File: src/rtl/mdio_ctl_master.sv
module mdio_ctl_master #(
  parameter int CLK_DIV  = 8,
  parameter int PHY_LAST = 4
) (
  input  logic        clk,
  input  logic        rst_n,
  input  logic        wr_en,
  input  logic [31:0] wr_data,
  output logic [31:0] rd_data,
  output logic        mdc,
  output logic        mdio_o,
  output logic        mdio_oe,
  input  logic        mdio_i
);
  localparam int HALF = CLK_DIV / 2;
  localparam int CW   = (CLK_DIV > 2) ? $clog2(CLK_DIV) : 1;
  localparam logic [CW-1:0] RISE_AT = CW'(HALF - 1);
  localparam logic [CW-1:0] LAST_AT = CW'(CLK_DIV - 1);
  localparam logic [4:0]    PHY_MAX = 5'(PHY_LAST);

  logic          busy_q, en_q, rd_q, mdc_q;
  logic [4:0]    phy_q, reg_q;
  logic [15:0]   data_q, rx_q;
  logic [63:0]   sh_q;
  logic [CW-1:0] cnt_q;
  logic [5:0]    bit_q;

  wire accept  = wr_en && !busy_q;
  wire launch  = accept && wr_data[31] && wr_data[30] && (wr_data[25:21] <= PHY_MAX);
  wire rise    = busy_q && (cnt_q == RISE_AT);
  wire bit_end = busy_q && (cnt_q == LAST_AT);
  wire done    = bit_end && (bit_q == 6'd63);
  wire rx_zone = rd_q && (bit_q >= 6'd46);

  always_ff @(posedge clk or negedge rst_n) begin
    if (!rst_n) begin
      busy_q <= 1'b0;
      en_q   <= 1'b0;
      rd_q   <= 1'b0;
      mdc_q  <= 1'b0;
      phy_q  <= '0;
      reg_q  <= '0;
      data_q <= '0;
      rx_q   <= '0;
      sh_q   <= '0;
      cnt_q  <= '0;
      bit_q  <= '0;
    end else if (accept) begin
      busy_q <= launch;
      en_q   <= wr_data[30];
      rd_q   <= wr_data[27];
      phy_q  <= wr_data[25:21];
      reg_q  <= wr_data[20:16];
      data_q <= wr_data[15:0];
      rx_q   <= '0;
      cnt_q  <= '0;
      bit_q  <= '0;
      mdc_q  <= 1'b0;
      sh_q   <= {32'hFFFF_FFFF, 2'b01, (wr_data[27] ? 2'b10 : 2'b01),
                 wr_data[25:21], wr_data[20:16], 2'b10, wr_data[15:0]};
    end else if (busy_q) begin
      if (rise) begin
        mdc_q <= 1'b1;
        if (rd_q && bit_q >= 6'd48) rx_q <= {rx_q[14:0], mdio_i};
      end
      if (bit_end) begin
        mdc_q <= 1'b0;
        cnt_q <= '0;
        if (done) begin
          busy_q <= 1'b0;
          if (rd_q) data_q <= rx_q;
        end else begin
          bit_q <= bit_q + 6'd1;
          sh_q  <= {sh_q[62:0], 1'b0};
        end
      end else begin
        cnt_q <= cnt_q + 1'b1;
      end
    end
  end

  assign mdc     = mdc_q;
  assign mdio_o  = busy_q & sh_q[63];
  assign mdio_oe = busy_q & ~rx_zone;
  assign rd_data = {busy_q, en_q, 2'b00, rd_q, 1'b0, phy_q, reg_q, data_q};

  a_r4_mdc_idle_low: assert property (@(posedge clk) disable iff (!rst_n)
    !busy_q |-> !mdc);

  a_r10_release_at_end: assert property (@(posedge clk) disable iff (!rst_n)
    $fell(busy_q) |-> !mdc && !mdio_oe);

  a_r8_phy_in_range: assert property (@(posedge clk) disable iff (!rst_n)
    $rose(busy_q) |-> phy_q <= PHY_MAX);

  a_r7_enable_needed: assert property (@(posedge clk) disable iff (!rst_n)
    $rose(busy_q) |-> en_q);

  a_r9_fields_frozen: assert property (@(posedge clk) disable iff (!rst_n)
    busy_q |=> $stable(phy_q) && $stable(reg_q) && $stable(rd_q) && $stable(en_q));

  a_r3_ends_on_last_bit: assert property (@(posedge clk) disable iff (!rst_n)
    $fell(busy_q) |-> $past(bit_q) == 6'd63 && $past(cnt_q) == LAST_AT);

  a_r5_change_on_low: assert property (@(posedge clk) disable iff (!rst_n)
    (busy_q && $past(busy_q) && !$stable(mdio_o)) |-> !mdc);

  a_r6_released_on_rise: assert property (@(posedge clk) disable iff (!rst_n)
    ($rose(mdc) && rd_q && bit_q >= 6'd46) |-> !mdio_oe);
endmodule

File: config.mk
export PLATFORM = sky130hd
export DESIGN_NAME = mdio_ctl_master
export DESIGN_NICKNAME = d
export VERILOG_FILES = /design/src/rtl/mdio_ctl_master.sv
export SDC_FILE = /design/constraint.sdc
export NUM_CORES = 1
export LEC_CHECK = 0
export BUFFER_PORTS_ARGS = -buffer_cell sky130_fd_sc_hd__buf_4
export CORE_ASPECT_RATIO = 0.6
export CORE_MARGIN = 3
export CORE_UTILIZATION = 58
export DETAILED_ROUTE_END_ITERATION = 7
export GPL_TIMING_DRIVEN = 0
export PLACE_DENSITY = 0.84
export SKIP_CTS_REPAIR_TIMING = 1
export SLEW_MARGIN = 10
export SYNTH_ARGS = -nofsm -noshare
export SYNTH_HDL_FRONTEND = slang
export SYNTH_SLANG_ARGS = --single-unit
File: constraint.sdc
create_clock -name clk -period 2.7 [get_ports clk]
set_clock_uncertainty 0.1 [all_clocks]
set_input_delay 0.135 -clock clk [delete_from_list [all_inputs] [get_ports clk]]
set_output_delay 0.135 -clock clk [all_outputs]
set_load 0.005 [all_outputs]
==> results of run 1 <==
-- stage by stage --
step	instances	util	power (mW)	hold WS, ns
final	776	0.796	5.84	0.0343
after detailed placement	714	0.698	3.57	0.0365
after CTS	746	0.762	5.78	-0.397
after floorplan	523	-	3.01	-0.261
after global routing	776	0.796	6.09	0.0295
after global placement	713	0.695	3.51	0.236
-- cell type report --
cell class                      count  area (um2)
Timing Repair Buffer               95         812
Sequential cell                   119        2980
Buffer                             45         277
Inverter                           22        82.6
Multi-Input combinational cell    337        2200
Clock buffer                       22         464
Tap cell                          126         158
Fill cell                         545        1810
Clock inverter                     10         103
-- path summary, 6_finish.rpt --
kind | start | to | slack [ns] | cells past startpoint
hold reg to reg | phy_q[0] | phy_q[0] | 0.38 | 2
hold / removal | wr_data[3] | sh_q[3] | 0.03 | 3
setup / recovery | cnt_q[0] | sh_q[35] | 0.49 | 8
max in group asynchronous | rst_n | bit_q[2] | 1.66 | 3
setup reg to reg | cnt_q[0] | sh_q[35] | 0.49 | 8
min in group asynchronous | rst_n | sh_q[36] | 0.16 | 2
-- cell usage in the layout (no fill, tap or decap), types with 2 or more instances in the layout --
| cell | netlist | final |
|---|---|---|
| ha_1 | 5 | 5 |
| inv_1 | 22 | 22 |
| nand3_1 | 18 | 18 |
| clkbuf_8 | 0 | 2 |
| a211oi_2 | 9 | 9 |
| nor3_1 | 16 | 16 |
| nand2b_1 | 28 | 28 |
| o221a_1 | 2 | 2 |
| o211ai_1 | 3 | 3 |
| mux2i_1 | 22 | 22 |
| o221a_2 | 25 | 25 |
| clkbuf_1 | 14 | 17 |
| conb_1 | 1 | 3 |
| mux2_2 | 18 | 18 |
| o21ai_0 | 19 | 19 |
| buf_4 | 10 | 73 |
| nand2_1 | 63 | 63 |
| and4_1 | 2 | 2 |
| and2_1 | 5 | 5 |
| a21oi_1 | 20 | 20 |
| clkinv_2 | 0 | 7 |
| dlygate4sd3_1 | 0 | 30 |
| a211oi_1 | 6 | 6 |
| buf_6 | 7 | 8 |
| clkbuf_16 | 0 | 17 |
| buf_2 | 14 | 14 |
| dfrtp_1 | 119 | 119 |
| nor2b_1 | 2 | 2 |
| a22o_1 | 2 | 2 |
| bufinv_16 | 0 | 2 |
| nor2_1 | 53 | 53 |
| nor4_1 | 2 | 2 |
-- sequential cells by signal (all words and copies together), names as in the netlist --
name    cells
en_q        1
busy_q      1
reg_q       5
bit_q       6
mdc         1
rx_q       16
data_q     16
phy_q       5
cnt_q       3
rd_q        1
sh_q       64
-- critical path, cell delays in order, from the launching register on --
cell	delay [ns]
dfrtp_1	0.39
ha_1	0.23
ha_1	0.18
buf_4	0.18
and2_1	0.22
o21ai_2	0.09
buf_4	0.24
buf_6	0.21
mux2i_1	0.26
-- power by group through the flow --
stage / registers, mW / clock network [mW] / logic (mW)
after floorplan: 2.31 / 0 / 0.704
after global placement: 2.34 / 0 / 1.17
after detailed placement: 2.35 / 0 / 1.22
after CTS: 2.34 / 2.20 / 1.24
after global routing: 2.39 / 2.29 / 1.41
final: 2.36 / 2.19 / 1.29
-- metal layers --
metal  global-route usage  up-vias
met5                    0        -
met4                0.132        0
met3               0.0912       45
met2                0.426      222
met1                0.377     2297
li1                     -     2026
-- kinds of logic after synthesis --
| logic type | after synthesis | share of synthesized area |
|---|---|---|
| muxes | 40 | 0.0765 |
| other | 1 | 0.000679 |
| adders and majority gates | 5 | 0.0113 |
| DFF | 119 | 0.539 |
| buffers and inverters | 67 | 0.0650 |
| AOI/OAI and AO/OA | 93 | 0.140 |
| and+or+nand+nor | 196 | 0.167 |
==> flow_metrics.env, run 1 <==
export IMPL_max_slew_margin=0.550
export IMPL_viasPerCell=5.91
export IMPL_synth_cell_types=41
export IMPL_synth_top_area_cell="dfrtp_1"
export IMPL_ir_drop_mv=0.577
export IMPL_dieArea_mm2=0.0108
export IMPL_seqPwrFrac=0.403
export IMPL_synth_most_common_cell="dfrtp_1"
export IMPL_clock_latency_ns=0.42
export IMPL_synth_top_area_frac=0.539
export IMPL_die_height_um=81.6
export IMPL_place_gp_congestion=0.839
export IMPL_wl_um=15200
export IMPL_cp_max_fo=10
export IMPL_post_drt_wl_per_cell_um=19.6
export IMPL_synth_avg_cell_area_um2=10.6
export IMPL_layout_min_cycle_time_ns=2.21
export IMPL_layout_nets=678
export IMPL_critical_path_class="reg -> reg"
export IMPL_final_setup_tns_ns=0
export IMPL_htree_levels=4
export IMPL_cp_end_kind="flip-flop"
export IMPL_portBuffers=64
export IMPL_fin_ws_ns=0.491
export IMPL_hp_class="in -> reg"
export IMPL_fin_area_mm2=0.00707
export IMPL_finalHoldViolations=0
export IMPL_wl_met3_um=1120
export IMPL_dp_hpwl_um=9530
export IMPL_placed_area_mm2=0.00620
export IMPL_synth_common_cells="dfrtp_1, nand2_1, nor2_1"
export IMPL_syn_area_mm2=0.00553
export IMPL_initial_core_util=0.622
export IMPL_status="finished, final reports clean"
export IMPL_met1_length_um=6550
export IMPL_antenna_cells=0
export IMPL_grt_ovfl_total=0
export IMPL_crit_arrival_ns=2.43
export IMPL_power_frac_clock=0.375
export IMPL_power_switching_mw=1.68
export IMPL_syn_inst=521
export IMPL_netlist_top_cells_area="dfrtp_1, o221a_2, nand2_1"
export IMPL_p_int_mw=4.16
export IMPL_grtUsageTotal=0.282
export IMPL_crit_required_ns=2.92
export IMPL_pwr_share_comb=0.221
export IMPL_start_kind="flip-flop"
export IMPL_ys_warn_count=0
export IMPL_drt_pass1_iter_count=7
export IMPL_ctsRootBufferMaster="clkbuf_16"
export IMPL_drc_errors=0
export IMPL_ys_ff_latch=119
export IMPL_first_global_vias=4396
export IMPL_tritoncts="yes"
export IMPL_antenna_found_initial=0
export IMPL_fmax_mhz=453
export IMPL_drive_gt1_frac=0.282
export IMPL_synthArstFlopShare=1.00
export IMPL_die_w_um=132
export IMPL_rsz0062_at_grt="no"
export IMPL_clk_pin_slew_ns=0.05
export IMPL_grt_pass1_wl_um=23000
export IMPL_fin_crit_sh=0.818
export IMPL_numCtsBuffers=17
export IMPL_num_vias=4590
export IMPL_maxCapViolations=0
export IMPL_synth_enable_flop_cells=0
export IMPL_top_layer_used="met4"
export IMPL_cts_sinks=119
export IMPL_powerDensity_mw_per_mm2=826
export IMPL_cts_max_path_buffers=2
export IMPL_setup_viol_count_final=0
export IMPL_ios=71
export IMPL_grt_max_degree=62
export IMPL_coreArea_mm2=0.00888
export IMPL_drt_iter0_drc=538
export IMPL_synth_ff_type="dfrtp_1"
export IMPL_swShare=0.288
export IMPL_syn_to_final_growth_pct=27.9
export IMPL_dpl_worst_slack_ns=0.532
export IMPL_drtAntennaViolNets=0
export IMPL_final_max_slew_violation_count=0
export IMPL_rows=26
export IMPL_worstMarginPinSlew_ns=0.668
export IMPL_route_met2_wl_um=7110
export IMPL_p_leak_nw=3.27
export IMPL_seq_area_frac_synth=0.539
Power figures use the tool's default switching activity.
==> run 2, diff against run 1 <==
- clock period: 2.7 -> 2.1 ns (I/O delays scaled with it)
==> run 2 against run 1 <==
Net effect:
- core utilization grew 1.7 points
- sequential power grew 28%
- clock power grew 29%
- first-iteration DRC count is the same
- largest power group unchanged
- critical path type unchanged
- sequential share of layout area shrank 0.87 points
- register-to-register slack lost 0.49 ns
- routed wire length grew 4.9%
- highest routed layer unchanged
==> flow_metrics.env, run 2 (synthesis results as in run 1) <==
export IMPL_grt_pass1_wl_um=23000
export IMPL_dieArea_mm2=0.0108
export IMPL_die_w_um=132
export IMPL_crit_required_ns=2.34
export IMPL_wl_um=15900
export IMPL_ctsRootBufferMaster="clkbuf_16"
export IMPL_worstMarginPinSlew_ns=0.697
export IMPL_min_path_cells=4
export IMPL_hp_class="in -> reg"
export IMPL_mostFrequentLayoutCells="dfrtp_1, buf_4, nand2_1"
export IMPL_dpl_worst_slack_ns=-0.0681
export IMPL_grt_max_degree=62
export IMPL_initial_core_util=0.622
export IMPL_powerDensity_mw_per_mm2=1050
export IMPL_critical_path_class="reg -> reg"
export IMPL_dp_hpwl_um=9530
export IMPL_clk_pin_slew_ns=0.05
export IMPL_holdWs_ns=0.0971
export IMPL_grtUsageTotal=0.282
export IMPL_fin_util=0.813
export IMPL_fin_area_mm2=0.00722
export IMPL_cts_max_path_buffers=2
export IMPL_largest_reg_flops=64
export IMPL_drt_iter0_drc=538
export IMPL_first_global_vias=4396
export IMPL_coreArea_mm2=0.00888
export IMPL_drc_errors=0
export IMPL_fin_crit_sh=0.999
export IMPL_ios=71
export IMPL_grt_ovfl_total=0
export IMPL_drive_gt1_frac=0.294
export IMPL_die_height_um=81.6
export IMPL_post_drt_wl_per_cell_um=20.4
export IMPL_rows=26
export IMPL_cp_max_fo=10
export IMPL_maxCapViolations=0
export IMPL_drtAntennaViolNets=0
export IMPL_worst_r2r_cell_count=6
export IMPL_viasPerCell=6.04
export IMPL_numCtsBuffers=17
export IMPL_fmax_mhz=477
export IMPL_layout_nets=682
export IMPL_antenna_cells=0
export IMPL_fill_cells=525
export IMPL_num_vias=4711
export IMPL_antenna_found_initial=0
export IMPL_p_leak_nw=3.32
export IMPL_max_flop_register="sh_q"
export IMPL_clock_latency_ns=0.43
export IMPL_place_gp_congestion=0.839
export IMPL_ir_drop_mv=0.764
export IMPL_final_max_slew_violation_count=0
export IMPL_htree_levels=4
export IMPL_crit_arrival_ns=2.34
export IMPL_setup_viol_count_final=0
export IMPL_portBuffers=64
export IMPL_fin_ws_ns=0.00180
export IMPL_cts_sinks=119
export IMPL_tritoncts="yes"
export IMPL_layout_min_cycle_time_ns=2.10
export IMPL_finalHoldViolations=0
export IMPL_syn_to_final_growth_pct=30.6
export IMPL_placed_area_mm2=0.00620
export IMPL_rsz0062_at_grt="yes"
export IMPL_drt_pass1_iter_count=6
export IMPL_start_kind="flip-flop"
export IMPL_max_slew_margin=0.536
export IMPL_top_regs="sh_q (64), data_q (16), rx_q (16)"
export IMPL_layout_commonest_cell="dfrtp_1"
export IMPL_status="finished, final reports clean"
export IMPL_cp_end_kind="flip-flop"
run 2: cell types whose count changed in the layout (fill, tap and decap cells not counted), moves of 2 or more:
cell / previous run / this run
buf_6: 8 / 11
nor3_2: 0 / 2
buf_2: 14 / 12
buf_4: 73 / 71
buf_12: 0 / 3
nor3_1: 16 / 14
run 2: critical path, cell delays in order (launching register included):
cell and delay (ns):
dfrtp_1 0.44, ha_1 0.34, nand3_1 0.20, o21ai_4 0.35
buf_8 0.19, buf_12 0.16, mux2i_4 0.23
run 2: layout make-up:
cell class              count  area [um2]  share of cell area
plain buffers              44         318              0.0440
clock buffers              22         464              0.0643
clock inverters            10         103              0.0142
inverters                  22        82.6              0.0114
multi-input cells         337        2230               0.309
flip-flops and latches    119        2980               0.413
well taps                 126         158              0.0218
repair buffers            100         886               0.123
run 2: path summary, 6_finish.rpt:
kind | start | to | slack, ns
worst max register to register | bit_q[0] | sh_q[35] | 0.002
max in group asynchronous | rst_n | data_q[7] | 1.08
worst max-delay path | bit_q[0] | sh_q[35] | 0.002
min in group asynchronous | rst_n | sh_q[36] | 0.13
worst min-delay path | wr_data[31] | busy_q | 0.1
worst min register to register | phy_q[0] | phy_q[0] | 0.38
run 2: routing by layer:
| layer | global-route usage | wire, um | vias to the layer above |
|---|---|---|---|
| met5 | 0 | 0 | - |
| met4 | 0.132 | 522 | 0 |
| met3 | 0.0912 | 1420 | 63 |
| met2 | 0.426 | 7320 | 292 |
| met1 | 0.377 | 6680 | 2324 |
| li1 | - | - | 2032 |
run 2: per-stage QoR:
stage                     TNS [ns]  instances  total power, mW
after detailed placement    -0.763        714             4.59
after global placement      -0.121        713             4.51
final                            0        780             7.57
after floorplan                  0        523             3.87
after CTS                    -1.18        746             7.43
after global routing         -1.51        780             7.87
run 2: where the power goes:
part	internal [mW]	switching [mW]
registers	2.72	0.312
clock network	1.79	1.04
logic	0.864	0.848
total	5.37	2.20
